**src/rtl/srf_pkg.sv**
```systemverilog
package srf_pkg;

    typedef enum logic [2:0] {
        ST_PWRUP  = 3'd0,
        ST_INIT   = 3'd1,
        ST_ACTIVE = 3'd2,
        ST_STBY1  = 3'd3,
        ST_S2HOLD = 3'd4,
        ST_S2EXIT = 3'd5,
        ST_S2LOST = 3'd6
    } srf_state_e;

    localparam logic [1:0] DENS_NONE = 2'b11;

endpackage

```
**src/rtl/srf_seq.sv**
```systemverilog
module srf_seq
    import srf_pkg::*;
#(
    parameter int LOW_HOLD_CYC  = 10000,
    parameter int INIT_HOLD_CYC = 40000,
    parameter int EXIT_HOLD_CYC = 6
) (
    input  logic       clk,
    input  logic       rst_n,
    input  logic       chip_sel_n,
    input  logic       stby_ctl,
    input  logic       lane_lo_n,
    input  logic       lane_hi_n,
    input  logic [1:0] dens_code,
    output srf_state_e state_o,
    output logic [1:0] dens_o,
    output logic       err_o
);

    localparam int MAX_A   = (LOW_HOLD_CYC > INIT_HOLD_CYC) ? LOW_HOLD_CYC : INIT_HOLD_CYC;
    localparam int MAX_CYC = (MAX_A > EXIT_HOLD_CYC) ? MAX_A : EXIT_HOLD_CYC;
    localparam int CNT_W   = $clog2(MAX_CYC + 1);

    localparam logic [CNT_W-1:0] LOW_LIM  = CNT_W'(LOW_HOLD_CYC);
    localparam logic [CNT_W-1:0] INIT_END = CNT_W'(INIT_HOLD_CYC - 1);
    localparam logic [CNT_W-1:0] EXIT_END = CNT_W'(EXIT_HOLD_CYC - 1);

    typedef struct packed {
        srf_state_e       st;
        logic [CNT_W-1:0] cnt;
        logic [1:0]       dens;
        logic             err;
    } seq_t;

    seq_t       r_q, r_d;
    srf_state_e awake_st;
    logic       access;
    logic       is_ready;

    always_comb begin
        r_d      = r_q;
        access   = !chip_sel_n && !(lane_lo_n && lane_hi_n);
        awake_st = (chip_sel_n || (lane_lo_n && lane_hi_n)) ? ST_STBY1 : ST_ACTIVE;
        is_ready = (r_q.st == ST_ACTIVE) || (r_q.st == ST_STBY1);

        if (access && !is_ready) begin
            r_d.err = 1'b1;
        end

        case (r_q.st)
            ST_PWRUP: begin
                if (!stby_ctl) begin
                    if (r_q.cnt < LOW_LIM) begin
                        r_d.cnt = r_q.cnt + 1'b1;
                    end
                end else if ((r_q.cnt >= LOW_LIM) && chip_sel_n) begin
                    r_d.st  = ST_INIT;
                    r_d.cnt = '0;
                end else begin
                    r_d.cnt = '0;
                end
            end
            ST_INIT: begin
                if (!stby_ctl) begin
                    r_d.st  = ST_PWRUP;
                    r_d.cnt = '0;
                end else if (!chip_sel_n) begin
                    r_d.cnt = '0;
                end else if (r_q.cnt == INIT_END) begin
                    r_d.st  = ST_STBY1;
                    r_d.cnt = '0;
                end else begin
                    r_d.cnt = r_q.cnt + 1'b1;
                end
            end
            ST_ACTIVE, ST_STBY1: begin
                if (!stby_ctl) begin
                    r_d.dens = dens_code;
                    r_d.cnt  = '0;
                    r_d.st   = (dens_code == DENS_NONE) ? ST_S2LOST : ST_S2HOLD;
                end else begin
                    r_d.st = awake_st;
                end
            end
            ST_S2HOLD: begin
                if (stby_ctl) begin
                    r_d.st  = ST_S2EXIT;
                    r_d.cnt = '0;
                end
            end
            ST_S2EXIT: begin
                if (!stby_ctl) begin
                    r_d.st  = ST_S2HOLD;
                    r_d.cnt = '0;
                end else if (r_q.cnt == EXIT_END) begin
                    r_d.st  = awake_st;
                    r_d.cnt = '0;
                end else begin
                    r_d.cnt = r_q.cnt + 1'b1;
                end
            end
            ST_S2LOST: begin
                if (stby_ctl) begin
                    r_d.st  = ST_INIT;
                    r_d.cnt = '0;
                end
            end
            default: begin
                r_d.st  = ST_PWRUP;
                r_d.cnt = '0;
            end
        endcase
    end

    always_ff @(posedge clk or negedge rst_n) begin
        if (!rst_n) begin
            r_q <= '{st: ST_PWRUP, cnt: '0, dens: 2'b00, err: 1'b0};
        end else begin
            r_q <= r_d;
        end
    end

    assign state_o = r_q.st;
    assign dens_o  = r_q.dens;
    assign err_o   = r_q.err;

    // the init window is only entered from power-up with chip select high
    a_r2_init_needs_cs_high: assert property (@(posedge clk) disable iff (!rst_n)
        (r_q.st == ST_INIT && $past(r_q.st) == ST_PWRUP) |-> $past(chip_sel_n));

    // losing the control level during init falls back to power-up
    a_r3_init_drop_to_pwrup: assert property (@(posedge clk) disable iff (!rst_n)
        (r_q.st == ST_INIT && !stby_ctl) |=> (r_q.st == ST_PWRUP));

    // latched density does not move while held in deep standby
    a_r5_dens_held: assert property (@(posedge clk) disable iff (!rst_n)
        (r_q.st == ST_S2HOLD) |=> $stable(r_q.dens));

    // raising the control level in deep hold starts the exit wait
    a_r7_hold_to_exit: assert property (@(posedge clk) disable iff (!rst_n)
        (r_q.st == ST_S2HOLD && stby_ctl) |=> (r_q.st == ST_S2EXIT));

    // the protocol error flag never clears without reset
    a_r10_err_sticky: assert property (@(posedge clk) disable iff (!rst_n)
        r_q.err |=> r_q.err);

endmodule

```
**src/rtl/srf_range_map.sv**
```systemverilog
module srf_range_map
    import srf_pkg::*;
#(
    parameter int ADDR_W = 22
) (
    input  srf_state_e        state_i,
    input  logic [1:0]        dens_i,
    output logic              ren_o,
    output logic [ADDR_W-1:0] top_o
);

    localparam logic [ADDR_W-1:0] TOP_FULL = {ADDR_W{1'b1}};
    localparam logic [ADDR_W-1:0] TOP_Q    = TOP_FULL >> 2;
    localparam logic [ADDR_W-1:0] TOP_E    = TOP_FULL >> 3;
    localparam logic [ADDR_W-1:0] TOP_S    = TOP_FULL >> 4;

    logic [ADDR_W-1:0] part_top;

    always_comb begin
        case (dens_i)
            2'b00:   part_top = TOP_Q;
            2'b01:   part_top = TOP_E;
            2'b10:   part_top = TOP_S;
            default: part_top = '0;
        endcase
    end

    always_comb begin
        case (state_i)
            ST_INIT, ST_ACTIVE, ST_STBY1: begin
                ren_o = 1'b1;
                top_o = TOP_FULL;
            end
            ST_S2HOLD, ST_S2EXIT: begin
                ren_o = 1'b1;
                top_o = part_top;
            end
            default: begin
                ren_o = 1'b0;
                top_o = '0;
            end
        endcase
    end

endmodule

```
**src/rtl/srf_standby_ctrl.sv**
```systemverilog
module srf_standby_ctrl
    import srf_pkg::*;
#(
    parameter int ADDR_W        = 22,
    parameter int LOW_HOLD_CYC  = 10000,
    parameter int INIT_HOLD_CYC = 40000,
    parameter int EXIT_HOLD_CYC = 6
) (
    input  logic              clk,
    input  logic              rst_n,
    input  logic              chip_sel_n,
    input  logic              stby_ctl,
    input  logic              lane_lo_n,
    input  logic              lane_hi_n,
    input  logic [1:0]        dens_code,
    output logic [2:0]        state_o,
    output logic              ready_o,
    output logic              refresh_en_o,
    output logic [ADDR_W-1:0] refresh_top_o,
    output logic              proto_err_o
);

    srf_state_e st;
    logic [1:0] dens_l;

    srf_seq #(
        .LOW_HOLD_CYC (LOW_HOLD_CYC),
        .INIT_HOLD_CYC(INIT_HOLD_CYC),
        .EXIT_HOLD_CYC(EXIT_HOLD_CYC)
    ) u_seq (
        .clk       (clk),
        .rst_n     (rst_n),
        .chip_sel_n(chip_sel_n),
        .stby_ctl  (stby_ctl),
        .lane_lo_n (lane_lo_n),
        .lane_hi_n (lane_hi_n),
        .dens_code (dens_code),
        .state_o   (st),
        .dens_o    (dens_l),
        .err_o     (proto_err_o)
    );

    srf_range_map #(
        .ADDR_W(ADDR_W)
    ) u_map (
        .state_i(st),
        .dens_i (dens_l),
        .ren_o  (refresh_en_o),
        .top_o  (refresh_top_o)
    );

    assign state_o = st;
    assign ready_o = (st == ST_ACTIVE) || (st == ST_STBY1);

    // nothing is refreshed once retention is given up
    a_r8_lost_refresh_off: assert property (@(posedge clk) disable iff (!rst_n)
        (st == ST_S2LOST) |-> (!refresh_en_o && refresh_top_o == '0));

    // the exit wait never reports ready
    a_r9_not_ready_in_exit: assert property (@(posedge clk) disable iff (!rst_n)
        (st == ST_S2EXIT) |-> !ready_o);

endmodule

```
**config.mk**
```make
export PLATFORM = sky130hd
export DESIGN_NAME = srf_standby_ctrl
export DESIGN_NICKNAME = d
export VERILOG_FILES = /design/src/rtl/srf_pkg.sv /design/src/rtl/srf_seq.sv /design/src/rtl/srf_range_map.sv /design/src/rtl/srf_standby_ctrl.sv
export SDC_FILE = /design/constraint.sdc
export NUM_CORES = 1
export LEC_CHECK = 0
export CORE_ASPECT_RATIO = 1.1
export CORE_MARGIN = 2
export CORE_UTILIZATION = 55
export CTS_BUF_LIST = sky130_fd_sc_hd__clkbuf_16
export CTS_CLUSTER_SIZE = 24
export DETAILED_ROUTE_END_ITERATION = 12
export GPL_TIMING_DRIVEN = 0
export HOLD_SLACK_MARGIN = 0.1
export PLACE_DENSITY = 0.84
export SLEW_MARGIN = 20
export SYNTH_ARGS = -nofsm -noshare
export SYNTH_HDL_FRONTEND = slang
export SYNTH_SLANG_ARGS = --single-unit
```
**constraint.sdc**
```tcl
create_clock -name clk -period 5.3 [get_ports clk]
set_input_delay 1.325 -clock clk [delete_from_list [all_inputs] [get_ports clk]]
set_output_delay 1.325 -clock clk [all_outputs]
set_load 0.02 [all_outputs]
```
==> impl_metrics.yaml <==
global_route:
  grt_overflow: 0
  antenna_found_initial: 0
  track_usage_pct: 25.2
  grt_max_degree: 23
  grt_pass1_vias: 1537
  grt_pass1_wl_um: 7290
clock_network:
  cts_resized: 0
  clockBufferDepth: 2
  cts_buffers: 3
  insertion_delay_ns: 0.25
  cts-root-buf: "clkbuf_16"
  hold_buffers: 0
  clock_sinks: 22
  cts_tree: "yes"
  path_clk_slew_ns: 0.06
  htree_num_levels: 1
  post_cts_buffers: 0
timing:
  fin_crit_sh_pct: 73.6
  rsz0062_at_grt: "no"
  finalClockSkew_ns: 0.00421
  post-route-min-period_ns: 3.90
  slew_headroom_pct: 59.2
  fin_setup_tns_ns: 0
  hold_violations: 0
  hold_slack_ns: 0.490
  setup_viol: 0
  tightest_slew_ns: 0.612
  maxSlewViolCount: 0
  fmax_mhz: 256
setup_path:
  path_delay_family: "buffers and inverters"
  cp_cell_sequence: "clkbuf_1 -> nor2_1 -> o22ai_1 -> o21bai_2 -> buf_4 -> clkdlybuf4s50_1"
  max_stage_delay_ns: 0.61
  start_kind: "flip-flop"
  worstPathArrival_ns: 2.57
  cp_data_required_time_ns: 3.97
  crit_type: "reg -> out"
  end_kind: "primary output"
  cp_num_buf_inv: 3
  worst_path_max_delay_cell: "clkdlybuf4s50_1"
  crit_fanout: 18
floorplan:
  coreArea_sq_um: 3050
  start_util_pct: 57.5
  rows: 21
  ioPinCount: 36
  die-area_sq_um: 3660
  chipWidth_um: 57.8
  fp.dieH_um: 63.2
placed_design:
  numPortBuffers: 35
  routabilityCongestion: 0.930
  placed_cell_area_sq_um: 2150
  dp_hpwl_um: 3040
power_and_ir_drop:
  cellPowerDensity_nw_per_um2: 643
  leakagePower_uw: 0.000888
  peakVddDrop_mv: 0.666
detailed_routing:
  routed_wl_um: 4240
  drc: 0
  drtAntennaViolNets: 0
  wire_per_inst_um: 15.2
  drt_iter0_markers: 84
  drt_first_pass_iters: 4
  vias_per_cell: 5.86
  vias: 1628
final_layout:
  antennaDiodeCount: 0
  fin_area_sq_um: 2220
  final_util_pct: 72.9
  mostFrequentLayoutCells: "clkdlybuf4s50_1 (34), nand2_1 (32), dfrtp_1 (22)"
  drive_gt1_share_pct: 20.1
  final_common_cell: "clkdlybuf4s50_1"
  synthToLayoutAreaGrowth_pct: 26.8
  final_nets: 256
logic_synthesis:
  synth_warnings: 0
  syn-num-nets: 216
  avgSynthCellArea_sq_um: 8.55
  synth_mux_area_share_pct: 1.28
  ys_seq_area_share_pct: 31.4
  synth_flop_cell: "dfrtp_1"
  synth-seq-cells: 22
  async_flop_share_pct: 100
  synthSimpleGateAreaFrac_pct: 24.8
  synthCells: 205
  synth_top_family_by_area: "compound AO/OA/AOI/OAI gates"
  synthAdderAreaFrac_pct: 2.71
  syn_area_sq_um: 1750
  synthXorXnorAreaFrac_pct: 0
  synth_cell_types: 49
  synth_compound_area_share_pct: 25.3
  synth_edf_count: 0
run_status:
  status: "completed"
job:
  drv_cap: 0
worst_hold_path:
  hold_class: "reg -> reg"
power by group:
group,internal [uW],switching (uW)
clock,101,59.0
combinational,536,522
sequential,191,20.6
worst register-to-register path: stages (launching register included):
cell	delay, ns
dfrtp_1	0.40
inv_1	0.10
ha_1	0.15
nor3b_1	0.23
nand4_1	0.15
a31o_1	0.25
buf_6	0.15
nor2_2	0.36
o211ai_1	0.16
routing by layer:
layer  GRT usage [%]  up-vias  wire length [um]
met5               0        -                 0
met1            32.2      747              1710
met2            41.5       60              2180
met4            10.8        0                82
met3            4.31       10               264
li1                -      811                 -
cell families (layout without fill, tap and decap cells):
| kind of cell | Yosys count | in the layout |
|---|---|---|
| adders and majority gates | 4 | 4 |
| AOI/OAI and AO/OA | 57 | 57 |
| muxes | 2 | 2 |
| buffers and inverters | 40 | 79 |
| and+or+nand+nor | 80 | 80 |
| DFF | 22 | 22 |
cell usage after synthesis (3+ instances only):
| library cell | number | share of area, % |
|---|---|---|
| a21oi_1 | 6 | 1.7 |
| and3_1 | 3 | 1.1 |
| buf_2 | 7 | 2.0 |
| buf_4 | 21 | 9.0 |
| clkbuf_1 | 4 | 0.86 |
| dfrtp_1 | 22 | 31 |
| ha_1 | 3 | 2.1 |
| inv_1 | 5 | 1.1 |
| nand2_1 | 32 | 6.9 |
| nand3_1 | 6 | 1.7 |
| nand4_1 | 4 | 1.4 |
| nor2_1 | 10 | 2.1 |
| nor4_1 | 3 | 1.1 |
| o211ai_1 | 17 | 7.3 |
| o21ai_0 | 5 | 1.4 |
| o21ai_1 | 3 | 0.86 |
| o221ai_1 | 4 | 2.0 |
| o22ai_1 | 3 | 1.1 |
| or3_1 | 5 | 1.8 |
sequential cells by signal, indices dropped and copies added, names as in the netlist:
register,count
u_seq.err_o,1
u_seq.state_o,3
u_seq.dens_o,2
u_seq.r_q,16
per-stage QoR:
stage | total power (uW) | setup WS, ns | cells
3_3_place_gp | 1270 | 1.33 | 274
2_1_floorplan | 870 | 1.87 | 205
6_report | 1430 | 1.40 | 278
5_1_grt | 1520 | 1.18 | 278
3_5_place_dp | 1280 | 1.33 | 274
4_1_cts | 1440 | 1.04 | 278
final cells by class:
class	instances	area (sq um)
buffer	35	235
multi-input combinational	143	952
fill	239	825
timing repair buffer	35	345
clock buffer	3	75.1
sequential	22	551
inverter	5	18.8
clock inverter	1	3.75
tap	34	42.5
path summary, 6_finish.rpt:
| path | cells after the start | slack, ns | startpoint | endpoint |
|---|---|---|---|---|
| min reg2reg | 1 | 0.49 | u_seq.err_o | u_seq.err_o |
| max | 6 | 1.40 | u_seq.state_o[1] | refresh_top_o[5] |
| max in group asynchronous | 1 | 3.92 | rst_n | u_seq.state_o[1] |
| max reg2reg | 8 | 3.21 | u_seq.r_q[4] | u_seq.r_q[11] |
| min in group asynchronous | 1 | 1.03 | rst_n | u_seq.r_q[3] |
| min | 1 | 0.49 | u_seq.err_o | u_seq.err_o |
Note: power is estimated with default switching activity, not from simulation.
